--- config.mk ---
export PLATFORM = sky130hd
export DESIGN_NAME = colour_seq
export DESIGN_NICKNAME = d
export VERILOG_FILES = /design/src/rtl/colour_seq_pkg.sv /design/src/rtl/colour_seq_ctrl.sv /design/src/rtl/colour_seq_dp.sv /design/src/rtl/colour_seq.sv
export SDC_FILE = /design/constraint.sdc
export NUM_CORES = 1
export LEC_CHECK = 0
export BUFFER_PORTS_ARGS = -buffer_cell sky130_fd_sc_hd__buf_4
export CAP_MARGIN = 40
export CORE_MARGIN = 4
export CORE_UTILIZATION = 38
export CTS_BUF_LIST = sky130_fd_sc_hd__clkbuf_16
export CTS_CLUSTER_DIAMETER = 150
export DETAILED_ROUTE_END_ITERATION = 10
export PLACE_DENSITY = 0.84
export SLEW_MARGIN = 10
export SYNTH_ARGS = -nofsm -noshare
export SYNTH_HDL_FRONTEND = slang
export SYNTH_SLANG_ARGS = --single-unit
--- constraint.sdc ---
create_clock -name clk -period 2.4 [get_ports clk]
set_input_delay 0.12 -clock clk [delete_from_list [all_inputs] [get_ports clk]]
set_output_delay 0.12 -clock clk [all_outputs]
set_load 0.01 [all_outputs]
--- src/rtl/colour_seq_pkg.sv ---
package colour_seq_pkg;
  typedef enum logic [1:0] {
    COL_RED   = 2'd0,
    COL_GREEN = 2'd1,
    COL_BLUE  = 2'd2,
    COL_RSVD  = 2'd3
  } colour_e;

  localparam int NUM_CHAN  = 3;
  localparam int NUM_SLOT  = 4;
  localparam int TAG_DEPTH = 2;

  typedef struct packed {
    logic forceRed;
    logic advance;
    logic loadExt;
    logic loadCfg;
    logic loadTest;
    logic errNow;
  } seqStrobe_t;
endpackage

--- src/rtl/colour_seq_ctrl.sv ---
module colour_seq_ctrl
  import colour_seq_pkg::*;
(
  input  logic       clk,
  input  logic       rst_n,
  input  logic       lineStartN,
  input  logic       threeChanMode,
  input  logic [1:0] cfgColor,
  input  logic       extCtlN,
  input  logic [1:0] extColor,
  input  logic       testCtlN,
  input  logic [1:0] testSel,
  output seqStrobe_t strobe
);
  logic lsSync;
  logic extValid, cfgValid, testValid;

  // line start captured once to meet its setup/hold window
  always_ff @(posedge clk or negedge rst_n) begin
    if (!rst_n) lsSync <= 1'b1;
    else        lsSync <= lineStartN;
  end

  assign extValid  = (extColor != COL_RSVD);
  assign cfgValid  = (cfgColor != COL_RSVD);
  assign testValid = (testSel  != COL_RSVD);

  always_comb begin
    strobe = '0;
    if (!extCtlN)            strobe.loadExt  = extValid;
    else if (!threeChanMode) strobe.loadCfg  = cfgValid;
    else if (!lsSync)        strobe.forceRed = 1'b1;
    else                     strobe.advance  = 1'b1;
    strobe.loadTest = !testCtlN && testValid;
    strobe.errNow   = (!extCtlN && !extValid)
                   || (extCtlN && !threeChanMode && !cfgValid)
                   || (!testCtlN && !testValid);
  end
endmodule

--- src/rtl/colour_seq_dp.sv ---
module colour_seq_dp
  import colour_seq_pkg::*;
#(
  parameter int GAIN_W = 5,
  parameter int OFFS_W = 8
) (
  input  logic                       clk,
  input  logic                       rst_n,
  input  seqStrobe_t                 strobe,
  input  logic [1:0]                 cfgColor,
  input  logic [1:0]                 extColor,
  input  logic [1:0]                 testSel,
  input  logic                       testCtlN,
  input  logic [NUM_CHAN*GAIN_W-1:0] gainRegs,
  input  logic [NUM_CHAN*OFFS_W-1:0] offsetRegs,
  output logic [1:0]                 colorIdx,
  output logic [1:0]                 tagColor,
  output logic [GAIN_W-1:0]          gainCode,
  output logic [OFFS_W-1:0]          offsetCode,
  output logic                       colorErr,
  output logic [1:0]                 testChan,
  output logic                       testOn
);
  logic [1:0] colorNext;
  logic [1:0] tagPipe [TAG_DEPTH];
  logic [GAIN_W-1:0] gainField [NUM_SLOT];
  logic [OFFS_W-1:0] offsField [NUM_SLOT];

  always_comb begin
    colorNext = colorIdx;
    if (strobe.loadExt)       colorNext = extColor;
    else if (strobe.loadCfg)  colorNext = cfgColor;
    else if (strobe.forceRed) colorNext = COL_RED;
    else if (strobe.advance)  colorNext = (colorIdx == COL_BLUE) ? COL_RED : colorIdx + 2'd1;
  end

  always_ff @(posedge clk or negedge rst_n) begin
    if (!rst_n) begin
      colorIdx <= COL_RED;
      colorErr <= 1'b0;
      testChan <= COL_RED;
      testOn   <= 1'b0;
    end else begin
      colorIdx <= colorNext;
      colorErr <= strobe.errNow;
      testOn   <= !testCtlN;
      if (strobe.loadTest) testChan <= testSel;
    end
  end

  // colour tag follows the converter's pipeline
  for (genvar s = 0; s < TAG_DEPTH; s++) begin : g_tag
    always_ff @(posedge clk or negedge rst_n) begin
      if (!rst_n)      tagPipe[s] <= COL_RED;
      else if (s == 0) tagPipe[s] <= colorIdx;
      else             tagPipe[s] <= tagPipe[(s == 0) ? 0 : s-1];
    end
  end
  assign tagColor = tagPipe[TAG_DEPTH-1];

  for (genvar c = 0; c < NUM_SLOT; c++) begin : g_field
    if (c < NUM_CHAN) begin : g_live
      assign gainField[c] = gainRegs[c*GAIN_W +: GAIN_W];
      assign offsField[c] = offsetRegs[c*OFFS_W +: OFFS_W];
    end else begin : g_void
      assign gainField[c] = '0;
      assign offsField[c] = '0;
    end
  end
  assign gainCode   = gainField[colorIdx];
  assign offsetCode = offsField[colorIdx];
endmodule

--- src/rtl/colour_seq.sv ---
module colour_seq
  import colour_seq_pkg::*;
#(
  parameter int GAIN_W = 5,
  parameter int OFFS_W = 8
) (
  input  logic                  clk,
  input  logic                  rst_n,
  input  logic                  lineStartN,
  input  logic                  threeChanMode,
  input  logic [1:0]            cfgColor,
  input  logic                  extCtlN,
  input  logic [1:0]            extColor,
  input  logic                  testCtlN,
  input  logic [1:0]            testSel,
  input  logic [3*GAIN_W-1:0]   gainRegs,
  input  logic [3*OFFS_W-1:0]   offsetRegs,
  output logic [1:0]            colorIdx,
  output logic [GAIN_W-1:0]     gainCode,
  output logic [OFFS_W-1:0]     offsetCode,
  output logic [1:0]            tagColor,
  output logic                  colorErr,
  output logic [1:0]            testChan,
  output logic                  testOn
);
  seqStrobe_t strobe;

  colour_seq_ctrl u_ctrl (
    .clk(clk), .rst_n(rst_n), .lineStartN(lineStartN),
    .threeChanMode(threeChanMode), .cfgColor(cfgColor),
    .extCtlN(extCtlN), .extColor(extColor),
    .testCtlN(testCtlN), .testSel(testSel), .strobe(strobe)
  );

  colour_seq_dp #(.GAIN_W(GAIN_W), .OFFS_W(OFFS_W)) u_dp (
    .clk(clk), .rst_n(rst_n), .strobe(strobe),
    .cfgColor(cfgColor), .extColor(extColor), .testSel(testSel),
    .testCtlN(testCtlN), .gainRegs(gainRegs), .offsetRegs(offsetRegs),
    .colorIdx(colorIdx), .tagColor(tagColor), .gainCode(gainCode),
    .offsetCode(offsetCode), .colorErr(colorErr),
    .testChan(testChan), .testOn(testOn)
  );
endmodule

[Yosys cells after proc, flatten, opt, wreduce, memory -nomap -nowiden]
Index checks and enable logic that the tools add are counted.
Word-level totals
  bits in registers: 11
  output and inout bits: 21
  bits in read-only memories: 0
  memories: 0
  memory bits (writable): 0
  bits in latches: 0
  bits of input ports: 51
  word-level logic and storage cells: 46
Cells by class
  shifts and indexed selects: 0
  reductions and logical operators: 14
  bitwise gates (word level): 1
  divide/modulo/power cells: 0
  magnitude comparators: 1
  muxes and demuxes: 18
  add/sub/neg operators: 1
  multipliers: 0
  equality and inequality tests: 4
Operators by type and width (number)
  $bmux 8 s2: 1
  $mux 8: 2
  $mux 2: 7
  $bmux 5 s2: 1
  $mux 5: 2
  $logic_not 1->1: 6
  $ne 2x2->1 const B: 3
  $logic_and 1x1->1: 5
  $mux 1: 5
  $reduce_bool 4->1: 1
  $ge 3x3->1 const B: 1
  $not 2->3: 1
  $add 2x1->2 const B: 1
  $eq 2x2->1 const B: 1
  $logic_or 1x1->1: 2

[Depth between registers and ports, before layout]
Gate-level depths: netlist of run 1.
  depth in word-level cells: 7
  gate-level depth with buffers: 5
  depth with buffers taken out: 3

[Modules after synthesis]
From an unflattened synthesis of run 1, not the netlist that was laid out.
Unflattened totals
  cells, all modules: 82
  area total of the unflattened synthesis: 767.0 um^2
By module, submodules not included
  colour_seq_dp: cells each 70, times used 1, area an instance 680.7 um^2, seq. area each 250.2 um^2
  colour_seq_ctrl: cells each 12, times used 1, area an instance 86.3 um^2, seq. area each 26.3 um^2

[Least setup slack after synthesis of run 1]
No wires, ideal clock.
  path type: register -> output
  start: register u_dp.colorIdx[1]
  end: output gainCode[0]
  slack: 1.234 ns
  buffers on the path: 2
  arrival time: 1.046 ns
  cell stages (with the launch flop): 5
  data required time: 2.280 ns
  cell sequence: dfrtp_1 > buf_4 > buf_6 > mux2i_1 > o21ai_1
Between the ends
  cells in the longest elaborated chain, start to end: 4
Ends and longest elaborated chain
  start: declaration: RTL line colour_seq_dp.sv:16  | output logic [1:0] colorIdx,
  start signal: assignment: RTL line colour_seq_dp.sv:44  | colorIdx <= colorNext;
  $not 2->3 (implied by the code): RTL line colour_seq_dp.sv:70  | assign gainCode = gainField[colorIdx];
  $bmux 5 s2: RTL line colour_seq_dp.sv:70
  $mux 5 (implied by the code) (2 in a row): RTL line colour_seq_dp.sv:70
  end: declaration: RTL line colour_seq.sv:19  | output logic [GAIN_W-1:0] gainCode,
No other way between the ends. The select of a mux whose other input is x is not followed.

[Final worst setup path of run 1]
  start: register u_dp.colorIdx[0]
  end: output gainCode[3]
The elaborated chain is that of the path after synthesis.

==> qor.yml, run 1 <==
outcome: "completed"
syn-instance-count: 86
cts_buffer_depth: 2
grt_overflow: 0
tightest_slew_ps: 596
peakVddDrop_mv: 0.519
avgSynthCellArea_um2: 8.67
rsz0062_at_grt: "no"
hpwl_um: 1980
area_delta_synth_final_pct: 83.2
root_buffer: "clkbuf_16"
wire_per_inst_um: 14.1
grt_pass1_vias: 952
switching_share_pct: 27.9
fp.dieH_um: 52.3
vias_per_cell: 4.97
critPathRequiredTime_ps: 2280
power_frac_comb_pct: 36.2
hold_path_class: "input port to register"
setup_viol: 0
num_vias: 909
cp_slowest_stage_delay_ps: 700
die_width_um: 52.3
seq_power_share_pct: 28.4
ys_warn_count: 0
wirelength_um: 2580
fmax_mhz: 543
dieArea_um2: 2740
power_w: 0.000833
syn-cell-area_um2: 746
grt_max_degree: 20
port-buffer-count: 71
cts_tree: "yes"
coreArea_um2: 1800
grt_pass1_wl_um: 4130
rrSetupSlack_ps: 830
arrival_ps: 1720
pwr-share-clk_pct: 35.3
start_util_pct: 41.4
finalCritPeriodShare_pct: 76.7
post_dp_cell_area_um2: 1270
syn_nets: 137
cts_sinks: 11
ctsResizeCount: 0
hold_buffers: 2
num_antenna_cells: 0
drtIter0Drc: 14
cts_htree_levels: 1
synth_edf_count: 0
slew_headroom_pct: 60.3
max_cap_viol_count: 0
path_cells: "nor2b_4 -> nand2_1 -> o21ai_0 -> buf_4"
synthFlopType: "dfrtp_1"
antenna_found_initial: 0
p_per_area_nw_per_um2: 610
synth_cell_types: 21
fin_util_pct: 75.8
worstPathMaxFanout: 19
p_int_w: 0.000601
stdcell_area_um2: 1370
drv_slew: 0
drc_errors: 0
hold_viol_final: 0
regArea_um2: 277
setup_ws_ps: 560
place_ws_ps: 820
clock_latency_ps: 230
fin_setup_tns_ps: 0
clkSlewWorstSetupHoldPaths_ps: 40
ant_nets: 0
multiInputGateArea_um2: 412
crit_type: "register to output port"
cp-start-kind: "register"
cts_buffers: 3
cp-end-kind: "output port"
fin_skew_ps: 3.37
nNetsFinal: 210
drive_above_1_share_pct: 49.4
drtPass1Iterations: 4
layout_common_cells: "72 x buf_4, 15 x nand2_1, 13 x mux2i_1, 11 x o21ai_1, 10 x dfrtp_1"
layout_commonest_cell: "buf_4"
slowest_stage: "dfrtp_1"
p_switching_w: 0.000232
rows: 15
io_pins: 72
ys_seq_area_share_pct: 37.1
postCtsSetupRepairBufs: 0
place.gp.congestion: 0.732
synth-seq-cells: 11
power_leakage_nw: 0.684
ys_async_sr_fraction_pct: 100
grt_util_all_layers_pct: 20.2
finalCriticalPeriod_ps: 1840
n_fill_cell: 144
per-stage QoR:
stage	cells	hold slack, ps
6_report	183	60.5
5_1_grt	183	72.9
4_1_cts	183	61.2
3_5_place_dp	177	-41.6
3_3_place_gp	177	-46.1
2_1_floorplan	86	-176
power by group through the flow:
stage,Combinational (W),Clock (W),Sequential [W]
finish,0.000302,0.000294,0.000237
global route,0.000328,0.000309,0.000241
CTS,0.000305,0.000298,0.000237
detailed placement,0.000298,0,0.000239
global placement,0.000295,0,0.000237
floorplan,0.000148,0,0.000225
Yosys cell counts, types with 2 or more instances:
master | count | area share, %
nor3b_1 | 3 | 3.0
nand2_1 | 15 | 7.5
o21ai_0 | 5 | 3.4
o22ai_1 | 2 | 1.7
inv_1 | 2 | 1.0
buf_6 | 2 | 3.0
o21ai_1 | 11 | 7.4
and2b_1 | 2 | 2.0
nor2_1 | 7 | 3.5
dfrtp_1 | 10 | 34
mux2i_1 | 13 | 17
a21oi_1 | 3 | 2.0
buf_4 | 3 | 3.0
path summary, 6_finish.rpt:
| check | startpoint | end | depth (start not counted) |
|---|---|---|---|
| setup / recovery | u_dp.colorIdx[0] | gainCode[3] | 4 |
| hold / removal | testCtlN | u_dp.testOn | 2 |
| setup reg to reg | u_dp.colorIdx[1] | u_dp.colorIdx[1] | 4 |
| hold reg to reg | u_dp.tagPipe[3] | u_dp.tagColor[1] | 0 |
| max in group asynchronous | rst_n | u_ctrl.lsSync | 2 |
| min in group asynchronous | rst_n | u_dp.colorErr | 2 |
critical path, delay by kind of cell, from the launching register on:
kind | cells | cell delay [ps]
buffers and inverters | 1 | 160
AOI/OAI and AO/OA | 1 | 90
and+or+nand+nor | 2 | 530
DFF | 1 | 700
cell type report:
cell class              count  area share (%)
flip-flops and latches     11            20.2
inverters                   2           0.549
multi-input cells          67            30.1
well taps                  25            2.29
clock inverters             1           0.275
clock buffers               3            5.49
repair buffers             74            41.0
flip-flops by register name, indices dropped and copies added (netlist names):
name,count
u_dp.colorIdx,2
u_dp.colorErr,1
u_dp.tagColor,2
u_dp.tagPipe,2
u_dp.testOn,1
u_ctrl.lsSync,1
u_dp.testChan,2
layer usage:
layer,GRT usage [%],share of wire (%)
met4,5.11,0.39
met1,23.3,38
met3,7.12,11
met2,34.9,50
met5,0,0
kinds of logic after synthesis:
family	after synthesis	share of synthesized area, %
multiplexers	13	17.4
AND/OR/NAND/NOR	32	22.1
buffers and inverters	8	7.72
flip-flops	11	37.1
AO/OA/AOI/OAI	22	15.6
No activity file was read; power rests on OpenSTA's default activity.
==> run 2, diff against run 1 <==
Settings changed: CORE_UTILIZATION 38 to 32, PLACE_DENSITY 0.84 to 0.75.
Clock period 2.4 ns to 1.55 ns, I/O delays scaled along.
==> run 2 against run 1 <==
  * Cell count increased by 2.7%
  * Highest routed layer is now met3
  * Critical path depth unchanged
  * Setup slack got worse by 410 ps
  * Clock skew decreased by 1.2 ps
  * Die area increased by 16%
  * Global-route usage decreased by 5.3 points
  * Largest cell class unchanged
  * Largest power group unchanged
==> qor.yml, run 2 (synthesis results as in run 1) <==
worstPathMaxFanout: 13  # -6
fin_skew_ps: 2.21  # -1.16 ps
power_leakage_nw: 0.694  # +1.5%
dieArea_um2: 3170  # +16%
tightest_slew_ps: 301  # -295 ps
cts_buffer_depth: 2  # unchanged
multiInputGateArea_um2: 412  # unchanged
cts_htree_levels: 1  # unchanged
fin_setup_tns_ps: 0  # unchanged
grt_pass1_wl_um: 3860  # -6.5%
cp-start-kind: "register"
clkSlewWorstSetupHoldPaths_ps: 40  # about the same
die_width_um: 56.3  # +7.6%
grt_overflow: 0  # unchanged
cp-end-kind: "output port"
drc_errors: 0  # unchanged
place.gp.congestion: 0.792  # +8.3%
ant_nets: 0  # unchanged
finalCriticalPeriod_ps: 1400
wirelength_um: 2290  # -11%
port-buffer-count: 71  # unchanged
outcome: "completed"
io_pins: 72  # unchanged
crit_type: "register to output port"
max_cap_viol_count: 0  # unchanged
wire_per_inst_um: 12.2  # -14%
drive_above_1_share_pct: 50.0  # +0.63 points
rsz0062_at_grt: "no"
setup_viol: 0  # unchanged
grt_max_degree: 16  # -20%
hpwl_um: 1990  # +0.25%
grt_util_all_layers_pct: 14.9  # -5.3 points
fmax_mhz: 716
hold_path_class: "input port to register"
antenna_found_initial: 0  # unchanged
ctsResizeCount: 0  # unchanged
n_fill_cell: 192  # +33%
p_per_area_nw_per_um2: 930  # +53%
drv_slew: 0  # unchanged
cts_tree: "yes"
hold_viol_final: 0  # unchanged
drtIter0Drc: 11  # -3
critPathRequiredTime_ps: 1470  # -810 ps
finalCritPeriodShare_pct: 90.1
slew_headroom_pct: 79.9  # +20 points
cts_buffers: 3  # unchanged
arrival_ps: 1320  # -400 ps
num_antenna_cells: 0  # unchanged
root_buffer: "clkbuf_16"
rows: 17  # +2
fin_util_pct: 62.6  # -13 points
final_cells: 188  # +2.7%
layout_common_cells: "74 x buf_4, 15 x nand2_1, 13 x mux2i_1, 11 x o21ai_1, 10 x dfrtp_1"
vias_per_cell: 4.73  # -4.7%
cts_sinks: 11  # unchanged
start_util_pct: 33.7  # -7.7 points
postCtsSetupRepairBufs: 0  # unchanged
layout_commonest_cell: "buf_4"
grt_pass1_vias: 953  # +0.11%
num_vias: 890  # -2.1%
drtPass1Iterations: 2  # -2
nNetsFinal: 212  # +0.95%
clock_latency_ps: 230  # about the same
area_delta_synth_final_pct: 85.7
dpl.cell_count: 182  # +2.8%
coreArea_um2: 2210  # +23%
regArea_um2: 277  # unchanged
peakVddDrop_mv: 0.709  # +37%
fp.dieH_um: 56.3  # +7.6%
==> run 2: cell types whose count changed in the layout (fill, tap and decap cells not counted), sizes merged <==
| cell | change |
|---|---|
| buf | +2 |
==> run 2: path summary, 6_finish.rpt <==
path / from / to / slack, ps / cells after the start
setup / recovery: u_dp.colorIdx[0] / gainCode[0] / 150 / 4
hold / removal: testCtlN / u_dp.testOn / 20 / 2
setup reg to reg: u_dp.colorIdx[1] / u_dp.colorIdx[0] / 460 / 4
hold reg to reg: u_dp.tagPipe[2] / u_dp.tagColor[0] / 340 / 0
max in group asynchronous: rst_n / u_ctrl.lsSync / 1120 / 2
min in group asynchronous: rst_n / u_dp.colorIdx[1] / 210 / 2
==> run 2: worst max-delay path, stage by stage, from the launching register on <==
cell and delay, ps:
dfrtp_1 420, nor2b_4 350, nand2_1 100, o21ai_1 90
buf_4 140
==> run 2: metal layers <==
metal	vias to the layer above	share of wire, %	GRT usage (%)
li1	443	-	-
met1	395	40	18.1
met2	52	49	25.2
met3	0	11	5.52
met4	0	0	3.05
met5	-	0	0
==> run 2: power breakdown <==
part | internal [W] | switching (W)
logic | 0.000281 | 0.000216
registers | 0.000321 | 0.0000174
clock network | 0.000338 | 0.000115
total | 0.000940 | 0.000349
==> run 2: cell type report <==
type / instances / share of cell area [%]
tap: 28 / 2.53
multi-input combinational: 67 / 29.7
inverter: 2 / 0.542
clock buffer: 3 / 5.42
clock inverter: 1 / 0.271
sequential: 11 / 20.0
timing repair buffer: 76 / 41.6
==> run 2: repair_timing <==
item | in CTS | in global routing
hold buffers | 2 | 0
setup endpoints to repair | 0 | 0
hold endpoints to repair | 12 | 0
==> run 2: metrics by stage <==
stage | area, um2 | hold slack (ps) | power [W] | worst slack [ps]
2_1_floorplan | 746 | -218 | 0.000578 | 427
3_3_place_gp | 1290 | -87.8 | 0.000833 | 407
3_5_place_dp | 1290 | -83.0 | 0.000844 | 378
4_1_cts | 1390 | 21.7 | 0.00130 | 133
5_1_grt | 1390 | 28.4 | 0.00137 | 52.2
6_report | 1390 | 19.1 | 0.00129 | 154
==> run 3, diff against run 2 <==
Settings changed: CORE_MARGIN 4 to 2, PLACE_DENSITY 0.75 to 0.74, SYNTH_HIERARCHICAL set to 1.
==> run 3 against run 2 <==
  * Sequential cell count did not move
  * Critical path depth rose by 1
  * Setup slack got worse by 10 ps
  * Clock power barely moved
  * Largest cell class unchanged
  * Synthesized area rose by 2.9%
  * Sequential power rose by 9.7%
  * Register-to-register slack got worse by 230 ps
  * Die area fell by 11%
  * Cell count rose by 0.53%
  * Combinational power rose by 40%
==> qor.yml, run 3 <==
drive_above_1_share_pct: 56.5  # +6.5 points
power_w: 0.00152  # +18%
hold_path_class: "input port to register"
cts_buffer_depth: 2  # unchanged
area_delta_synth_final_pct: 90.7
clkSlewWorstSetupHoldPaths_ps: 40  # about the same
rows: 17  # unchanged
rsz0062_at_grt: "no"
max_cap_viol_count: 0  # unchanged
cp-end-kind: "output port"
die_width_um: 53.0  # -5.9%
synthFlopType: "dfrtp_1"
cts_sinks: 11  # unchanged
fin_setup_tns_ps: 0  # unchanged
crit_type: "register to output port"
syn-instance-count: 82  # -4.7%
vias_per_cell: 4.92  # +3.8%
synth_area_leaders: "dfrtp_1 33%, mux2i_1 17%, nand2_1 8.3%, o21ai_0 7.2%, dfstp_2 3.4%"
cp-start-kind: "register"
ys_seq_area_share_pct: 36.1  # -1.0 points
outcome: "completed"
critPathRequiredTime_ps: 1470  # about the same
n_fill_cell: 174  # -9.4%
syn-cell-area_um2: 767  # +2.9%
worstPathMaxFanout: 10  # -3
layout_common_cells: "77 x buf_4, 17 x nand2_1, 13 x mux2i_1, 11 x o21ai_0, 8 x dfrtp_1"
coreArea_um2: 2230  # +0.96%
synth_top_area_share_pct: 32.6  # -0.93 points
finalCritPeriodShare_pct: 90.8  # +0.66 points
synth-seq-cells: 11  # unchanged
drtIter0Drc: 16  # +5
hpwl_um: 1950  # -2.1%
layout_commonest_cell: "buf_4"
slew_headroom_pct: 65.6  # -14 points
synth_edf_count: 0  # unchanged
synth.largest_area_cell: "dfrtp_1"
fp.dieH_um: 53.0  # -5.9%
tightest_slew_ps: 516  # +215 ps
wire_per_inst_um: 12.9  # +6.1%
nNetsFinal: 213  # +0.47%
wirelength_um: 2450  # +6.7%
syn_nets: 133  # -2.9%
io_pins: 72  # unchanged
grt_pass1_vias: 935  # -1.9%
start_util_pct: 34.3  # +0.63 points
drtPass1Iterations: 4  # +2
num_vias: 929  # +4.4%
place.gp.congestion: 0.738  # -6.8%
clock_latency_ps: 230  # about the same
ant_nets: 0  # unchanged
num_antenna_cells: 0  # unchanged
slowest_stage: "dfrtp_2"
grt_util_all_layers_pct: 18.5  # +3.6 points
grt_pass1_wl_um: 3750  # -2.9%
finalCriticalPeriod_ps: 1410  # +10.2 ps
peakVddDrop_mv: 0.664  # -6.4%
cts_tree: "yes"
cts_htree_levels: 1  # unchanged
dieArea_um2: 2800  # -11%
ys_async_sr_fraction_pct: 100  # unchanged
grt_max_degree: 12  # -4
arrival_ps: 1330  # about the same
fin_skew_ps: 2.73  # +0.524 ps
port-buffer-count: 71  # unchanged
path_cells: "nor2b_4 -> buf_12 -> nand2_1 -> o21ai_0 -> buf_4"
drv_slew: 0  # unchanged
p_per_area_nw_per_um2: 1040  # +12%
hold_viol_final: 0  # unchanged
root_buffer: "clkbuf_16"
power_leakage_nw: 0.741  # +6.7%
grt_overflow: 0  # unchanged
setup_viol: 0  # unchanged
drc_errors: 0  # unchanged
synth_common_cells: "17 x nand2_1, 13 x mux2i_1, 11 x o21ai_0"
antenna_found_initial: 0  # unchanged
synth_cell_types: 25  # +19%
avgSynthCellArea_um2: 9.35  # +7.9%
cts_buffers: 3  # unchanged
cp_slowest_stage_delay_ps: 450  # +30 ps
fmax_mhz: 711  # -0.73%
post-synth-top-count-cell: "nand2_1"
ys_warn_count: 6  # +6
## run 3: cell types whose count changed after synthesis, moves of 3 or more
cell	before	now
o21ai_1	11	2
nor2_1	7	1
o21ai_0	5	11
nor3b_1	3	0
## run 3: kinds of logic (layout without fill, tap and decap cells)
logic type,after synthesis,in the layout,synth area share [%]
flops,11,11,36.1
simple gates,25,25,18.9
mux,15,15,19.9
buf+inv,8,87,7.34
compound gates,23,23,17.8
## run 3: final timing paths
| path | from | endpoint | slack, ps | cells past startpoint |
|---|---|---|---|---|
| worst max-delay path | u_dp/colorIdx[1] | gainCode[1] | 140 | 5 |
| worst min-delay path | testSel[0] | u_dp/testChan[0] | 100 | 2 |
| worst max register to register | u_ctrl/lsSync | u_dp/colorIdx[0] | 230 | 4 |
| worst min register to register | u_dp/tagPipe[2] | u_dp/tagColor[0] | 350 | 0 |
| max in group asynchronous | rst_n | u_ctrl/lsSync | 1100 | 2 |
| min in group asynchronous | rst_n | u_dp/colorErr | 230 | 2 |
## run 3: repair_timing
item / 4_1_cts / 5_1_grt
setup buffers: 2 / 1
endpoints found under the hold margin: 13 / 0
resized for setup: 1 / 1
pin swaps: 0 / 0
hold buffers: 3 / 0
endpoints found under the setup margin: 10 / 13
## run 3: power breakdown
part / total [W] / switching (W) / internal, W
combinational: 0.000693 / 0.000293 / 0.000400
clock: 0.000453 / 0.000115 / 0.000337
sequential: 0.000372 / 0.0000356 / 0.000336
## run 3: metrics by stage
| step | hold WS [ps] | utilization [%] | instances | instance area (um2) | worst slack (ps) |
|---|---|---|---|---|---|
| floorplan | -218 | - | 82 | 767 | 332 |
| global placement | -86.9 | 58.9 | 179 | 1320 | 232 |
| detailed placement | -84.6 | 58.9 | 179 | 1320 | 174 |
| CTS | 98.5 | 65.1 | 188 | 1450 | 41.2 |
| global route | 93.0 | 65.5 | 189 | 1460 | 27.4 |
| finish | 101 | 65.5 | 189 | 1460 | 143 |
## run 3: area by class of cell
| type | instances | area [um2] | area share [%] |
|---|---|---|---|
| sequential | 11 | 279 | 19.1 |
| clock buffer | 3 | 75.1 | 5.13 |
| inverter | 2 | 7.51 | 0.513 |
| clock inverter | 1 | 3.75 | 0.257 |
| multi-input combinational | 63 | 434 | 29.7 |
| tap | 28 | 35.0 | 2.40 |
| timing repair buffer | 81 | 628 | 42.9 |
## run 3: layer usage
layer / vias to the layer above / track usage (%) / wire length, um
met3: 2 / 3.67 / 188
li1: 447 / - / -
met4: 0 / 5.98 / 12
met1: 425 / 17.0 / 859
met5: - / 0 / 0
met2: 55 / 38.8 / 1390
## run 3: critical path: cells and delay by family, from the launching register on
kind / cells / cell delay [ps]
buffers and inverters: 2 / 290
and+or+nand+nor: 2 / 260
AOI/OAI and AO/OA: 1 / 90
DFF: 1 / 450
